--- config.mk ---
export PLATFORM = sky130hd
export DESIGN_NAME = i2c_bus_clear
export DESIGN_NICKNAME = d
export VERILOG_FILES = /design/src/rtl/i2c_bus_clear_pkg.sv /design/src/rtl/bc_tick_timer.sv /design/src/rtl/bc_pulse_counter.sv /design/src/rtl/bc_attempt_limiter.sv /design/src/rtl/i2c_bus_clear.sv
export SDC_FILE = /design/constraint.sdc
export NUM_CORES = 1
export LEC_CHECK = 0
export ABC_AREA = 1
export BUFFER_PORTS_ARGS = -buffer_cell sky130_fd_sc_hd__clkbuf_2
export CORE_UTILIZATION = 39
export CTS_CLUSTER_SIZE = 8
export DETAILED_ROUTE_END_ITERATION = 10
export PLACE_DENSITY_LB_ADDON = 0.2
export SYNTH_ARGS = -nofsm -noshare
export SYNTH_HDL_FRONTEND = slang
export SYNTH_HIERARCHICAL = 1
export SYNTH_SLANG_ARGS = --single-unit
export TNS_END_PERCENT = 100
--- constraint.sdc ---
create_clock -name clk -period 2.2 [get_ports clk]
set_clock_uncertainty 0.1 [all_clocks]
set_input_delay 0.22 -clock clk [delete_from_list [all_inputs] [get_ports clk]]
set_output_delay 0.22 -clock clk [all_outputs]
set_load 0.005 [all_outputs]
--- src/rtl/i2c_bus_clear_pkg.sv ---
// Shared types for the bus-clear recovery sequencer.
package i2c_bus_clear_pkg;
    // Recovery phases in the order they are visited.
    typedef enum logic [2:0] {
        PH_IDLE = 3'd0,
        PH_NACK = 3'd1,
        PH_LOW  = 3'd2,
        PH_HIGH = 3'd3,
        PH_STOP = 3'd4,
        PH_DONE = 3'd5
    } rec_phase_t;
endpackage

--- src/rtl/bc_tick_timer.sv ---
// Half-period tick timer. It captures the tick count on load, with 0 taken
// as 1. While run is high it counts, and it flags expiry on the last tick of
// each phase. Assumes load is raised only while run is low.
module bc_tick_timer #(
    parameter int TICK_W = 16
) (
    input  logic              clk,
    input  logic              rst_n,
    input  logic              load,
    input  logic [TICK_W-1:0] load_val,
    input  logic              run,
    output logic              expire
);
    logic [TICK_W-1:0] h_q;
    logic [TICK_W-1:0] cnt_q;

    // Capture the half-period length at the start of an attempt.
    always_ff @(posedge clk) begin
        if (!rst_n)
            h_q <= TICK_W'(1);
        else if (load)
            h_q <= (load_val == '0) ? TICK_W'(1) : load_val;
    end

    // Count ticks within the current phase; restart at each expiry.
    always_ff @(posedge clk) begin
        if (!rst_n || !run || expire)
            cnt_q <= '0;
        else
            cnt_q <= cnt_q + TICK_W'(1);
    end

    // Flag the final tick of a phase.
    always_comb expire = run && (cnt_q == h_q - TICK_W'(1));
endmodule

--- src/rtl/bc_pulse_counter.sv ---
// Counts completed SCL pulses and flags the last one of the train.
// Assumes step is raised once per finished high phase.
module bc_pulse_counter #(
    parameter int NUM_PULSES = 9,
    localparam int CW = (NUM_PULSES > 1) ? $clog2(NUM_PULSES) : 1
) (
    input  logic clk,
    input  logic rst_n,
    input  logic clr,
    input  logic step,
    output logic last
);
    logic [CW-1:0] cnt_q;

    // Advance on each finished pulse, clear between attempts.
    always_ff @(posedge clk) begin
        if (!rst_n || clr)
            cnt_q <= '0;
        else if (step)
            cnt_q <= cnt_q + CW'(1);
    end

    // The pulse now running is the final one.
    always_comb last = (cnt_q == CW'(NUM_PULSES - 1));
endmodule

--- src/rtl/bc_attempt_limiter.sv ---
// Limits recovery attempts. It grants a request while fewer than MAX_TRIES
// attempts have run and sets a sticky timeout when it refuses one.
// bus_free clears both the count and the timeout, and takes priority.
module bc_attempt_limiter #(
    parameter int MAX_TRIES = 2,
    localparam int AW = $clog2(MAX_TRIES + 1)
) (
    input  logic clk,
    input  logic rst_n,
    input  logic request,
    input  logic bus_free,
    output logic grant,
    output logic timeout
);
    logic [AW-1:0] tries_q;

    // A request is granted only while attempts remain.
    always_comb grant = request && (tries_q < AW'(MAX_TRIES));

    // Track granted attempts.
    always_ff @(posedge clk) begin
        if (!rst_n || bus_free)
            tries_q <= '0;
        else if (grant)
            tries_q <= tries_q + AW'(1);
    end

    // Hold the timeout after a refused request until the bus is free.
    always_ff @(posedge clk) begin
        if (!rst_n || bus_free)
            timeout <= 1'b0;
        else if (request && !grant)
            timeout <= 1'b1;
    end
endmodule

--- src/rtl/i2c_bus_clear.sv ---
// I2C bus-clear recovery sequencer. It runs NACK lead-in, then NUM_PULSES
// SCL pulses (low first), then a STOP request and a done pulse. All outputs
// decode the registered phase. Assumes the SCL pad is open-drain, with
// scl_low_o enabling the pull-down.
module i2c_bus_clear
    import i2c_bus_clear_pkg::*;
#(
    parameter int TICK_W     = 16,
    parameter int NUM_PULSES = 9,
    parameter int MAX_TRIES  = 2
) (
    input  logic              clk,
    input  logic              rst_n,
    input  logic              start_i,
    input  logic              bus_free_i,
    input  logic [TICK_W-1:0] half_ticks_i,
    output logic              scl_low_o,
    output logic              nack_force_o,
    output logic              stop_req_o,
    output logic              done_o,
    output logic              busy_o,
    output logic              timeout_o
);
    rec_phase_t phase_q, phase_d;
    logic       req, grant, tick_run, expire, last_pulse, pulse_step;

    // Only requests seen in idle are offered to the limiter.
    always_comb req = start_i && (phase_q == PH_IDLE);

    // Timer runs through the lead-in and both pulse phases.
    always_comb tick_run = (phase_q == PH_NACK) || (phase_q == PH_LOW) ||
                           (phase_q == PH_HIGH);

    // One pulse completes at the end of each high phase.
    always_comb pulse_step = (phase_q == PH_HIGH) && expire;

    bc_attempt_limiter #(.MAX_TRIES(MAX_TRIES)) u_limit (
        .clk(clk), .rst_n(rst_n), .request(req), .bus_free(bus_free_i),
        .grant(grant), .timeout(timeout_o)
    );

    bc_tick_timer #(.TICK_W(TICK_W)) u_timer (
        .clk(clk), .rst_n(rst_n), .load(grant), .load_val(half_ticks_i),
        .run(tick_run), .expire(expire)
    );

    bc_pulse_counter #(.NUM_PULSES(NUM_PULSES)) u_pulses (
        .clk(clk), .rst_n(rst_n), .clr(phase_q == PH_IDLE),
        .step(pulse_step), .last(last_pulse)
    );

    // Next-phase selection.
    always_comb begin
        phase_d = phase_q;
        unique case (phase_q)
            PH_IDLE: if (grant)  phase_d = PH_NACK;
            PH_NACK: if (expire) phase_d = PH_LOW;
            PH_LOW:  if (expire) phase_d = PH_HIGH;
            PH_HIGH: if (expire) phase_d = last_pulse ? PH_STOP : PH_LOW;
            PH_STOP: phase_d = PH_DONE;
            PH_DONE: phase_d = PH_IDLE;
            default: phase_d = PH_IDLE;
        endcase
    end

    // Phase register.
    always_ff @(posedge clk) begin
        if (!rst_n)
            phase_q <= PH_IDLE;
        else
            phase_q <= phase_d;
    end

    // Output decode from the registered phase.
    always_comb begin
        scl_low_o    = (phase_q == PH_LOW);
        nack_force_o = tick_run || (phase_q == PH_STOP);
        stop_req_o   = (phase_q == PH_STOP);
        done_o       = (phase_q == PH_DONE);
        busy_o       = (phase_q != PH_IDLE);
    end
endmodule

## Word level (Yosys, flattened, before mapping)

Cells that the tools add are included.
W data, S select, Z words.

| operators by class | value |
|---|---|
| add/sub/neg operators | 4 |
| $lt $le $gt $ge | 1 |
| equal/unequal tests | 11 |
| multiplexer cells | 7 |
| reduce and logical (&&, ||, !) cells | 19 |

Operators with widths:

| cell | number |
|---|---|
| $add A16 B1 Y16 const B | 1 |
| $eq A16 B16 Y1 | 1 |
| $logic_not A16 Y1 | 1 |
| $mux W16 | 1 |
| $sub A16 B1 Y16 const B | 1 |
| $mux W3 | 5 |
| $pmux W3 S5 | 1 |
| $logic_or A1 B1 Y1 | 7 |
| $eq A3 B2 Y1 const B | 2 |
| $eq A3 B3 Y1 const B | 2 |
| $ne A2 B2 Y1 const B | 3 |
| $logic_and A1 B1 Y1 | 5 |
| $add A4 B1 Y4 const B | 1 |
| $eq A4 B4 Y1 const B | 1 |
| $reduce_and A4 Y1 | 1 |
| $eq A3 B1 Y1 const B | 1 |
| $logic_not A1 Y1 | 3 |
| $logic_not A3 Y1 | 1 |
| $reduce_bool A3 Y1 | 1 |
| $add A2 B1 Y2 const B | 1 |
| $lt A2 B2 Y1 const B | 1 |
| $ne A2 B1 Y1 const B | 1 |

| word-level totals | value |
|---|---|
| flip-flop bits (word level) | 42 |
| input bits | 20 |
| output and inout bits | 6 |
| word-level logic and storage cells | 48 |

## Logic depth before layout (Yosys ltp)

Gate-level depths: netlist of the first run.

| depth | value |
|---|---|
| word-level depth | 6 |
| gate-level depth with buffers | 20 |
| gate-level depth less buffers | 20 |

## Cells and area by module

The synthesis of the first run kept the hierarchy.

By module, submodules not included:

| module | times used | cells each | area an instance (sq um) |
|---|---|---|---|
| bc_tick_timer | 1 | 308 | 1965.6 |
| i2c_bus_clear | 1 | 40 | 247.7 |
| bc_pulse_counter | 1 | 28 | 201.4 |
| bc_attempt_limiter | 1 | 18 | 131.4 |

## Worst setup path after synthesis of the first run

No wires, ideal clock.

| timing path | value |
|---|---|
| path kind | flip-flop to flip-flop |
| start | reg u_timer.h_q[0] |
| end | reg u_pulses.cnt_q[3] |
| arrival time | 2.129 ns |
| required time | 1.987 ns |
| path slack | -0.142 ns |
| cell stages (with the launch flop) | 18 |
| period minus slack after synthesis | 2.342 ns |
| cells stage by stage | dfxtp_1 > inv_1 > ha_1 > nand2_1 > nor2_1 > nand2_1 > a21oi_1 > nand2_1 > nor2_1 > nand3_2 > nor2_1 > inv_1 > nor3_1 > nand2_2 > nor2_2 > nand2_1 > nand2_1 > nor2_1 |

| between the ends | value |
|---|---|
| word-level cells in the longest chain between the ends | 4 |

Ends and longest elaborated chain:

| element | line | text |
|---|---|---|
| from (decl) | bc_tick_timer.sv:14 | `logic [TICK_W-1:0] h_q;` |
| from (signal assigned) | bc_tick_timer.sv:22 | `h_q <= (load_val == '0) ? TICK_W'(1) : load_val;` |
| $sub A16 B1 Y16 | bc_tick_timer.sv:34 | `always_comb expire = run && (cnt_q == h_q - TICK_W'(1));` |
| $eq A16 B16 Y1 | bc_tick_timer.sv:34 |  |
| $logic_and A1 B1 Y1 | bc_tick_timer.sv:34 |  |
| via expire | i2c_bus_clear.sv:25 | `logic req, grant, tick_run, expire, last_pulse, pulse_step;` |
| $logic_and A1 B1 Y1 | i2c_bus_clear.sv:35 | `always_comb pulse_step = (phase_q == PH_HIGH) && expire;` |
| via pulse_step | i2c_bus_clear.sv:25 |  |
| to (signal assigned) | bc_pulse_counter.sv:20 | `cnt_q <= cnt_q + CW'(1);` |
| to (decl) | bc_pulse_counter.sv:13 | `logic [CW-1:0] cnt_q;` |

The timed path passes the listed nets, and every way through them passes these cells.
A chain may end at the register's enable or synchronous reset.

## Final worst setup path of the first run

| timing path | value |
|---|---|
| start | reg u_timer.h_q[1] |
| end | reg u_pulses.cnt_q[3] |

Same word-level chain as after synthesis.

==> results of run 1 <==
## per-stage QoR
step	TNS [ps]	instance area [sq um]	instances
finish	0	3250	532
global placement	-66.2	2970	517
detailed placement	-476	2970	517
CTS	-2.66	3160	529
floorplan	0	2550	394
global route	-1120	3250	532
## power by group through the flow
stage	logic [mW]	registers, mW	clock network [mW]
3_3_place_gp	1.27	0.987	0
5_1_grt	1.63	1.01	0.585
6_report	1.46	0.990	0.525
2_1_floorplan	0.861	0.969	0
3_5_place_dp	1.28	0.988	0
4_1_cts	1.36	0.979	0.549
## per-layer routing
metal	up-vias	GRT usage [%]	routed length, um	share of wire (%)
met3	6	3.38	144	2.4
met5	-	0	0	0
li1	1345	-	-	-
met1	1072	25.9	3120	52
met2	32	29.7	2640	44
met4	0	6.90	78	1.3
## state kept, by name, summed over array words and instances, names as in the netlist
name and cells:
phase_q 3, u_timer/cnt_q 16, u_limit/tries_q 2, u_pulses/cnt_q 4, u_timer/h_q 16, u_limit/timeout 1
## area by class of cell
cell class | count | area (sq um) | area share [%]
Clock buffer | 7 | 86.3 | 2.66
Sequential cell | 42 | 848 | 26.1
Tap cell | 77 | 96.3 | 2.97
Timing Repair Buffer | 58 | 405 | 12.5
Multi-Input combinational cell | 281 | 1560 | 48.0
Clock inverter | 1 | 5.00 | 0.154
Inverter | 66 | 248 | 7.63
## worst register-to-register path, stage by stage (launching register included)
cell	delay [ps]
dfxtp_2	360
inv_2	50
ha_4	260
xor2_1	150
nand2_1	90
a21oi_2	130
nand2_2	70
nor2_2	90
nand3_2	80
nor2_2	130
inv_2	60
nor3_4	150
nand2_2	90
nor2_2	120
nand2_1	60
nand2_1	50
nor2_1	40
## cell usage in the layout, fill, tap and decap left out, drive strengths merged, types with 3 or more instances in the layout
master | Yosys | routed
xnor2 | 8 | 8
nand3b | 4 | 4
nand2 | 92 | 92
o21ai | 24 | 24
a21oi | 24 | 24
inv | 66 | 66
clkbuf | 3 | 32
nor2 | 76 | 76
nor3 | 4 | 4
nand3 | 23 | 23
nand4 | 3 | 3
xor2 | 12 | 12
buf | 2 | 33
nor4 | 4 | 4
ha | 4 | 4
dfxtp | 42 | 42
## worst min-delay path by stage
stage | end | cells after the start
floorplan | u_timer/h_q[15]$_SDFFE_PN0P_ | 2
global placement | u_timer/h_q[13]$_SDFFE_PN0P_ | 3
detailed placement | u_timer/h_q[8]$_SDFFE_PN0P_ | 3
CTS | u_timer/h_q[8]$_SDFFE_PN0P_ | 3
global route | u_timer/h_q[6]$_SDFFE_PN0P_ | 3
finish | u_timer/h_q[2]$_SDFFE_PN0P_ | 3
## cell families (layout without fill, tap and decap cells)
kind of cell / count (synthesis) / count (layout)
AND/OR/NAND/NOR: 208 / 208
buffers and inverters: 71 / 132
AO/OA/AOI/OAI: 49 / 49
flip-flops: 42 / 42
XOR/XNOR: 20 / 20
adder cells (fa/ha/maj): 4 / 4
## timing repair
action / 4_1_cts / 5_1_grt
setup endpoints to repair: 6 / 23
setup buffers: 4 / 3
endpoints found under the hold margin: 0 / 0
pin swaps: 14 / 10
resized for setup: 24 / 23
==> out/results.tsv, run 1 <==
stage	metric	value	unit
setup_path	endpoint	u_pulses/cnt_q[3]$_SDFFE_PP0P_	
routing	vias_per_cell	4.61	
sta	fmax	0.464	GHz
clock_tree	htree_levels	2	
place	place_ws	-137	ps
logic_synthesis	synth_top_family_by_area	simple AND/OR/NAND/NOR gates	
logic_synthesis	synthAdderAreaFrac	1.97	%
routing	dr.first_iter.drc_count	106	
global_route	grt-ovfl-total	0	
setup_path	cp-end-kind	flip-flop	
logic_synthesis	synthMuxAreaShare	0	%
floorplan	start_util	40.3	%
floorplan	die_area	6860	sq um
setup_path	path_cells	inv_2 > ha_4 > xor2_1 > nand2_1 > a21oi_2 > nand2_2 > nor2_2 > nand3_2 > nor2_2 > inv_2 > nor3_4 > nand2_2 > nor2_2 > nand2_1 > nand2_1 > nor2_1	
run	maxCapViolations	0	
clock_tree	clockBufferDepth	2	
logic_synthesis	synthDistinctLibCells	28	
global_route	antenna_found_initial	0	
clock_tree	clk_pin_slew_worst_paths	80	ps
global_route	grt_pass1_vias	2327	
sta	whs	51.7	ps
sta	final-setup-viol-count	0	
logic_synthesis	synth.avg_cell_area	6.46	sq um
logic_synthesis	synth_area_leader_cell	dfxtp_1	
clock_tree	cts.sinks	42	
layout	drive_gt1_share	29.2	%
logic_synthesis	synth_top_area_share	33.0	%
logic_synthesis	synthCells	394	
setup_path	startpoint_type	flip-flop	
clock_tree	clkLatencyLatePin	300	ps
setup_path	rr_startpoint	u_timer/h_q[1]$_SDFFE_PN0P_	
sta	max_slew.worst_pin.slew	402	ps
clock_tree	tritoncts	done	
logic_synthesis	yosys.area_share.simple	37.2	%
layout	antennaDiodeCount	0	
clock_tree	cts_inserted_buffers	5	
pwr	switchingPower	1.22	mW
sta	fin_ws	42.5	ps
logic_synthesis	syn-num-nets	418	
outcome	run_status	finished, final reports clean	
logic_synthesis	synth_xor_xnor_area_share	6.88	%
layout	fin_nets	478	
floorplan	io_pins	26	
layout	areaGrowthSynthToFinish	27.5	%
setup_path	rrSetupSlack	40	ps
routing	ant_nets	0	
clock_tree	ctsHoldBuffers	0	
layout	nFillCells	645	
pwr	p_int	1.75	mW
setup_path	crit_buf_inv	2	
logic_synthesis	ys.warnings.count	6	
sta	hold_violations	0	
place	numPortBuffers	25	
routing	wl_per_cell	11.2	um
setup_path	worstSetupPathType	flip-flop to flip-flop	
setup_path	critPathMaxFanout	3	
place	place.gp.congestion	0.934	
setup_path	worstSetupStartpoint	u_timer/h_q[1]$_SDFFE_PN0P_	
pwr	sw_frac_of_total	41.1	%
logic_synthesis	synth_compound_area_share	10.2	%
sta	rsz0062_at_grt	yes	
logic_synthesis	async_flop_share	0	%
setup_path	ff2ff_path_depth	16	
pwr	peakVddDrop	0.639	mV
global_route	grt_usage	18.9	%
setup_path	r2r-end	u_pulses/cnt_q[3]$_SDFFE_PP0P_	
min_path	hold_class	input port to flip-flop	
floorplan	rows	29	
routing	vias	2455	
pwr	pwr_density_cell	917	nW/um^2
logic_synthesis	synthMostInstantiatedCell	nand2_1	
setup_path	crit_slowest_cell	dfxtp_2	
routing	first_pass_iters	4	
sta	min_period	2160	ps
floorplan	die_x	82.8	um
setup_path	worst_ep_arrival_time	2260	ps
global_route	grt_max_degree	33	
routing	drt-total-wl	5980	um
pwr	seq_power_share	33.3	%
logic_synthesis	synth_common_cells	nand2_1 (83), nor2_1 (63), inv_1 (61)	
min_path	worstHoldStart	half_ticks_i[2]	
logic_synthesis	synth_area_leaders	dfxtp_1 (33%), nand2_1 (12%), nor2_1 (9.3%), inv_1 (9.0%), a21oi_1 (4.7%)	
pwr	power_frac_clock	17.7	%
global_route	grt_pass1_wl	10500	um
routing	remaining_drc_errors	0	
pwr	finalPower	2.98	mW
sta	maxSlewViolCount	0	
clock_tree	cts-root-buf	clkbuf_8	
logic_synthesis	netlist_area	2550	sq um
layout	final_util	51.4	%
logic_synthesis	synthFlopType	dfxtp_1	
place	hpwlAfterDp	4620	um
pwr	pwr-share-comb	49.1	%
setup_path	worstPathRequired	2300	ps
logic_synthesis	seq_area_frac_synth	33.0	%
floorplan	fp.dieH	82.8	um
logic_synthesis	synth-edff-count	0	
sta	fin_crit_sh	98.1	%
setup_path	crit_cells	16	
sta	slew_headroom	73.0	%
setup_path	crit_family	simple AND/OR/NAND/NOR gates	
setup_path	critPathMaxStageDelay	360	ps
logic_synthesis	ys_seq_elements	42	
pwr	p_leak	1.50	nW
floorplan	core	6310	sq um
(Power assumes the default switching activity.)
==> inputs of run 2 (changes only) <==
- PLACE_DENSITY_LB_ADDON: 0.2 -> not set
==> run 2 against run 1 <==
  * Die area is the same
  * Power grew 2.0%
  * Sequential cell count is the same
  * Register-to-register slack is essentially flat
  * Sequential share of layout area grew 0.15 points
  * Non-clock buffer count shrank 4
  * Clock power grew 5.3%
  * First-iteration DRC count shrank 9.4%
  * Sequential power grew 0.5%
  * Critical path depth is the same
==> out/results.tsv, run 2 (synthesized netlist as in run 1, its figures left out) <==
stage	metric	value	unit
outcome	run_status	finished, final reports clean	
setup_path	crit_buf_inv	2	
global_route	grt_usage	18.6	%
routing	drt-total-wl	6100	um
run	maxCapViolations	0	
clock_tree	cts.sinks	42	
sta	final-setup-viol-count	0	
setup_path	crit_family	simple AND/OR/NAND/NOR gates	
place	dp_cells	515	
floorplan	start_util	40.3	%
setup_path	crit_slowest_cell	dfxtp_4	
min_path	worstHoldStart	half_ticks_i[1]	
routing	dr.first_iter.drc_count	96	
clock_tree	tritoncts	done	
layout	fin_nets	474	
setup_path	worstSetupPathType	flip-flop to flip-flop	
place	place.gp.congestion	0.843	
place	hpwlAfterDp	4570	um
routing	remaining_drc_errors	0	
floorplan	fp.dieH	82.8	um
layout	reg.largest.list	u_timer/cnt_q (16), u_timer/h_q (16), u_pulses/cnt_q (4)	
global_route	grt_pass1_vias	2383	
setup_path	r2r-end	u_pulses/cnt_q[3]$_SDFFE_PP0P_	
floorplan	die_x	82.8	um
floorplan	core	6310	sq um
layout	final_util	51.3	%
layout	instances_no_fill	528	
min_path	holdPathStages	3	
routing	first_pass_iters	6	
sta	max_slew.worst_pin.slew	425	ps
floorplan	die_area	6860	sq um
floorplan	io_pins	26	
sta	fmax	0.461	GHz
sta	fin_crit_sh	98.7	%
clock_tree	clkLatencyLatePin	300	ps
setup_path	worst_ep_arrival_time	2280	ps
pwr	p_leak	1.46	nW
layout	drive_gt1_share	27.9	%
clock_tree	clk_pin_slew_worst_paths	90	ps
global_route	grt_pass1_wl	10600	um
setup_path	worstPathRequired	2310	ps
sta	fin_setup_tns	0	ps
place	placed_area	2950	sq um
setup_path	ff2ff_path_depth	16	
setup_path	cp-end-kind	flip-flop	
routing	vias	2512	
routing	ant_nets	0	
setup_path	rrSetupSlack	30	ps
setup_path	critPathMaxFanout	4	
global_route	antenna_found_initial	0	
setup_path	rr_startpoint	u_timer/h_q[1]$_SDFFE_PN0P_	
sta	maxSlewViolCount	0	
pwr	pwr_density_cell	937	nW/um^2
clock_tree	clockBufferDepth	2	
sta	slew_headroom	71.7	%
sta	whs	32.8	ps
sta	hold_violations	0	
min_path	hold_end	u_timer/h_q[1]$_SDFFE_PN0P_	
pwr	finalPower	3.03	mW
layout	final_cell_area	3240	sq um
routing	wl_per_cell	11.6	um
min_path	hold_class	input port to flip-flop	
layout	areaGrowthSynthToFinish	27.2	%
sta	rsz0062_at_grt	yes	
setup_path	worstSetupStartpoint	u_timer/h_q[1]$_SDFFE_PN0P_	
clock_tree	htree_levels	2	
clock_tree	cts-root-buf	clkbuf_8	
setup_path	startpoint_type	flip-flop	
sta	min_period	2170	ps
setup_path	crit_cells	16	
layout	layout_commonest_cell	nand2_1	
pwr	peakVddDrop	0.563	mV
global_route	grt_max_degree	33	
layout	layout_common_cells	nand2_1 (79), inv_1 (58), nor2_1 (49)	
global_route	grt-ovfl-total	0	
setup_path	path_common_cell	nand2_1	
setup_path	critPathMaxStageDelay	390	ps
sta	fin_ws	29.0	ps
clock_tree	cts_inserted_buffers	5	
setup_path	path_cells	inv_4 > ha_4 > xor2_2 > nand2_1 > a21oi_1 > nand2_1 > nor2_2 > nand3_2 > nor2_2 > inv_2 > nor3_4 > nand2_2 > nor2_2 > nand2_1 > nand2_1 > nor2_1	
floorplan	rows	29	
routing	vias_per_cell	4.76	
place	numPortBuffers	25	
place	place_ws	-218	ps
layout	antennaDiodeCount	0	
run 2: cell count changes in the layout (fill, tap and decap cells not counted), sizes merged:
| cell | change |
|---|---|
| buf | -5 |
| clkinv | -1 |
| clkinvlp | +1 |
| inv | +1 |
run 2: timing repair:
action,in CTS,in global routing
cloned,0,1
buffers inserted,2,2
hold buffers,0,0
setup endpoints to repair,6,22
pin swaps,11,24
gates resized for setup,19,25
run 2: how the worst max path moves through the flow:
stage	slack [ps]	endpoint
6_report	30	u_pulses/cnt_q[3]$_SDFFE_PP0P_
3_3_place_gp	-110	u_pulses/cnt_q[3]$_SDFFE_PP0P_
2_1_floorplan	10	u_pulses/cnt_q[3]$_SDFFE_PP0P_
4_1_cts	-30	u_pulses/cnt_q[3]$_SDFFE_PP0P_
3_5_place_dp	-220	u_pulses/cnt_q[3]$_SDFFE_PP0P_
5_1_grt	-140	u_pulses/cnt_q[3]$_SDFFE_PP0P_
run 2: per-layer routing:
layer	GRT usage, %	part of all wire [%]
met1	24.3	48
met2	31.1	47
met3	3.58	4.0
met4	5.17	0.79
met5	0	0
run 2: final cells by class:
cell class / count / area (sq um)
clock inverters: 2 / 16.3
inverters: 66 / 250
clock buffers: 6 / 82.6
well taps: 77 / 96.3
fillers: 655 / 3080
multi-input cells: 281 / 1560
repair buffers: 54 / 385
flip-flops and latches: 42 / 851
run 2: where the power goes:
group | switching, mW | internal (mW) | leakage, nW
sequential | 0.124 | 0.871 | 0.344
clock | 0.294 | 0.259 | 0.0478
combinational | 0.838 | 0.648 | 1.07
run 2: worst register-to-register path: stages, from the launching register on:
cell	delay [ps]
dfxtp_4	390
inv_4	40
ha_4	260
xor2_2	120
nand2_1	60
a21oi_1	110
nand2_1	80
nor2_2	100
nand3_2	90
nor2_2	130
inv_2	60
nor3_4	180
nand2_2	80
nor2_2	130
nand2_1	60
nand2_1	50
nor2_1	30
==> inputs of run 3 (changes only) <==
--- a/config.mk
+++ b/config.mk
@@ -11,4 +11,5 @@
 export CTS_CLUSTER_SIZE = 8
 export DETAILED_ROUTE_END_ITERATION = 10
+export GPL_ROUTABILITY_DRIVEN = 0
 export SYNTH_ARGS = -nofsm -noshare
 export SYNTH_HDL_FRONTEND = slang
==> constraint.sdc (replaced) <==
create_clock -name clk -period 2 [get_ports clk]
set_clock_uncertainty 0.1 [all_clocks]
set_input_delay 0.2 -clock clk [delete_from_list [all_inputs] [get_ports clk]]
set_output_delay 0.2 -clock clk [all_outputs]
set_load 0.02 [all_outputs]
==> run 3 against run 2 <==
  * The flow now finishes with violations (setup timing)
  * Register-to-register slack got worse by 200 ps
  * Sequential share of layout area down 0.67 points
  * First-iteration DRC count rose by 52%
  * Power grew 15%
  * Design area increased by 2.5%
  * Via count rose by 0.64%
  * Setup slack worse by 200 ps
  * Clock power rose by 26%
  * Sequential power increased by 9.5%
  * Wire length is 1.0% higher
  * Worst hold slack lost 5.1 ps
  * Largest power group unchanged
==> out/results.tsv, run 3 (synthesized netlist as in run 1, its figures left out) <==
stage	metric	value	unit
sta	fmax	0.460	GHz
layout	instances_no_fill	535	
pwr	finalPower	3.50	mW
setup_path	rrSetupSlack	-170	ps
sta	fin_ws	-173	ps
pwr	p_leak	1.52	nW
clock_tree	htree_levels	2	
layout	reg.largest.list	u_timer/cnt_q (16), u_timer/h_q (16), u_pulses/cnt_q (4)	
layout	antennaDiodeCount	0	
clock_tree	tritoncts	done	
floorplan	fp.dieH	82.8	um
sta	whs	27.8	ps
routing	remaining_drc_errors	0	
floorplan	die_x	82.8	um
run	maxCapViolations	0	
global_route	grt_usage	18.3	%
setup_path	crit_buf_inv	2	
clock_tree	cts.sinks	42	
setup_path	critPathMaxFanout	5	
setup_path	path_cells	inv_2 > ha_4 > nand2_4 > nor2_4 > nand2_2 > nand2_1 > nor2_1 > nor2_2 > nand3_2 > nor2_2 > inv_2 > nor3_4 > nand2_2 > nor2_2 > nand2_1 > nand2_1 > nor2_1	
global_route	grt_pass1_wl	10300	um
setup_path	critPathMaxStageDelay	330	ps
min_path	hold_class	input port to flip-flop	
layout	final_util	52.6	%
pwr	peakVddDrop	0.633	mV
setup_path	crit_family	simple AND/OR/NAND/NOR gates	
global_route	grt-ovfl-total	0	
floorplan	io_pins	26	
sta	hold_violations	0	
floorplan	rows	29	
routing	ant_nets	0	
routing	wl_per_cell	11.5	um
layout	areaGrowthSynthToFinish	30.3	%
place	numPortBuffers	25	
routing	first_pass_iters	4	
setup_path	worst_ep_arrival_time	2270	ps
layout	layout_commonest_cell	nand2_1	
outcome	run_status	complete, but fails checks	
sta	min_period	2170	ps
sta	final-setup-viol-count	22	
place	hpwlAfterDp	4610	um
global_route	grt_max_degree	33	
setup_path	crit_slowest_cell	dfxtp_2	
global_route	grt_pass1_vias	2324	
sta	slew_headroom	70.4	%
routing	drt-total-wl	6170	um
global_route	antenna_found_initial	0	
clock_tree	clkLatencyLatePin	290	ps
clock_tree	clockBufferDepth	2	
floorplan	die_area	6860	sq um
sta	maxSlewViolCount	0	
place	dp_cells	524	
setup_path	cp-end-kind	flip-flop	
floorplan	core	6310	sq um
sta	rsz0062_at_grt	yes	
pwr	pwr_density_cell	1050	nW/um^2
clock_tree	cts_inserted_buffers	5	
setup_path	worstPathRequired	2100	ps
clock_tree	clk_pin_slew_worst_paths	80	ps
routing	vias_per_cell	4.73	
layout	fin_nets	482	
sta	fin_crit_sh	109	%
clock_tree	cts-root-buf	clkbuf_8	
sta	max_slew.worst_pin.slew	441	ps
floorplan	start_util	40.3	%
layout	drive_gt1_share	30.3	%
layout	layout_common_cells	nand2_1 (78), inv_1 (57), nor2_1 (50)	
setup_path	worstSetupPathType	flip-flop to flip-flop	
outcome	violations	setup timing	
routing	vias	2528	
routing	dr.first_iter.drc_count	146	
setup_path	startpoint_type	flip-flop	
[run 3: path summary, 6_finish.rpt]
| kind | end | cells past startpoint | startpoint |
|---|---|---|---|
| worst max-delay path | u_pulses/cnt_q[3]$_SDFFE_PP0P_ | 17 | u_timer/h_q[0]$_SDFFE_PN1P_ |
| worst min-delay path | u_timer/h_q[8]$_SDFFE_PN0P_ | 3 | half_ticks_i[8] |
| worst max register to register | u_pulses/cnt_q[3]$_SDFFE_PP0P_ | 17 | u_timer/h_q[0]$_SDFFE_PN1P_ |
| worst min register to register | u_limit/timeout$_SDFFE_PP0P_ | 2 | u_limit/timeout$_SDFFE_PP0P_ |
[run 3: worst register-to-register path, cell delays in order, from the launching register on]
cell     delay, ps
dfxtp_2        330
inv_2           80
ha_4           180
nand2_4         70
nor2_4         200
nand2_2         80
nand2_1         70
nor2_1          50
nor2_2         150
nand3_2        100
nor2_2         100
inv_2           50
nor3_4         170
nand2_2         90
nor2_2         100
nand2_1         60
nand2_1         60
nor2_1          40
[run 3: per-layer routing]
metal | up-vias | GRT usage (%) | share of wire, %
li1 | 1347 | - | -
met1 | 1122 | 24.1 | 48
met2 | 53 | 30.3 | 46
met3 | 6 | 3.58 | 4.6
met4 | 0 | 5.64 | 1.1
met5 | - | 0 | 0
[run 3: cell type report]
class	count	area [sq um]
Fill cell	663	3000
Clock inverter	1	30.0
Timing Repair Buffer	62	449
Inverter	66	248
Sequential cell	42	850
Multi-Input combinational cell	281	1560
Tap cell	77	96.3
Clock buffer	6	82.6
[run 3: per-stage QoR]
| step | area (sq um) | TNS [ps] | setup WS (ps) |
|---|---|---|---|
| after floorplan | 2580 | -48.6 | -28.9 |
| after global placement | 3040 | -1570 | -270 |
| after detailed placement | 3040 | -1270 | -252 |
| after CTS | 3200 | -777 | -144 |
| after global routing | 3320 | -6120 | -378 |
| final | 3320 | -3060 | -173 |
[run 3: power breakdown]
part | internal (mW) | switching (mW) | leakage (nW) | total, mW
Clock | 0.400 | 0.297 | 0.0573 | 0.697
Sequential | 0.958 | 0.129 | 0.344 | 1.09
Combinational | 0.733 | 0.981 | 1.12 | 1.71
[run 3: timing repair]
action                     CTS  global route
resized for setup           13            26
pin swaps                    4             6
gates cloned                 0             1
hold buffers                 0             0
setup buffers                1             2
setup endpoints to repair   23            23
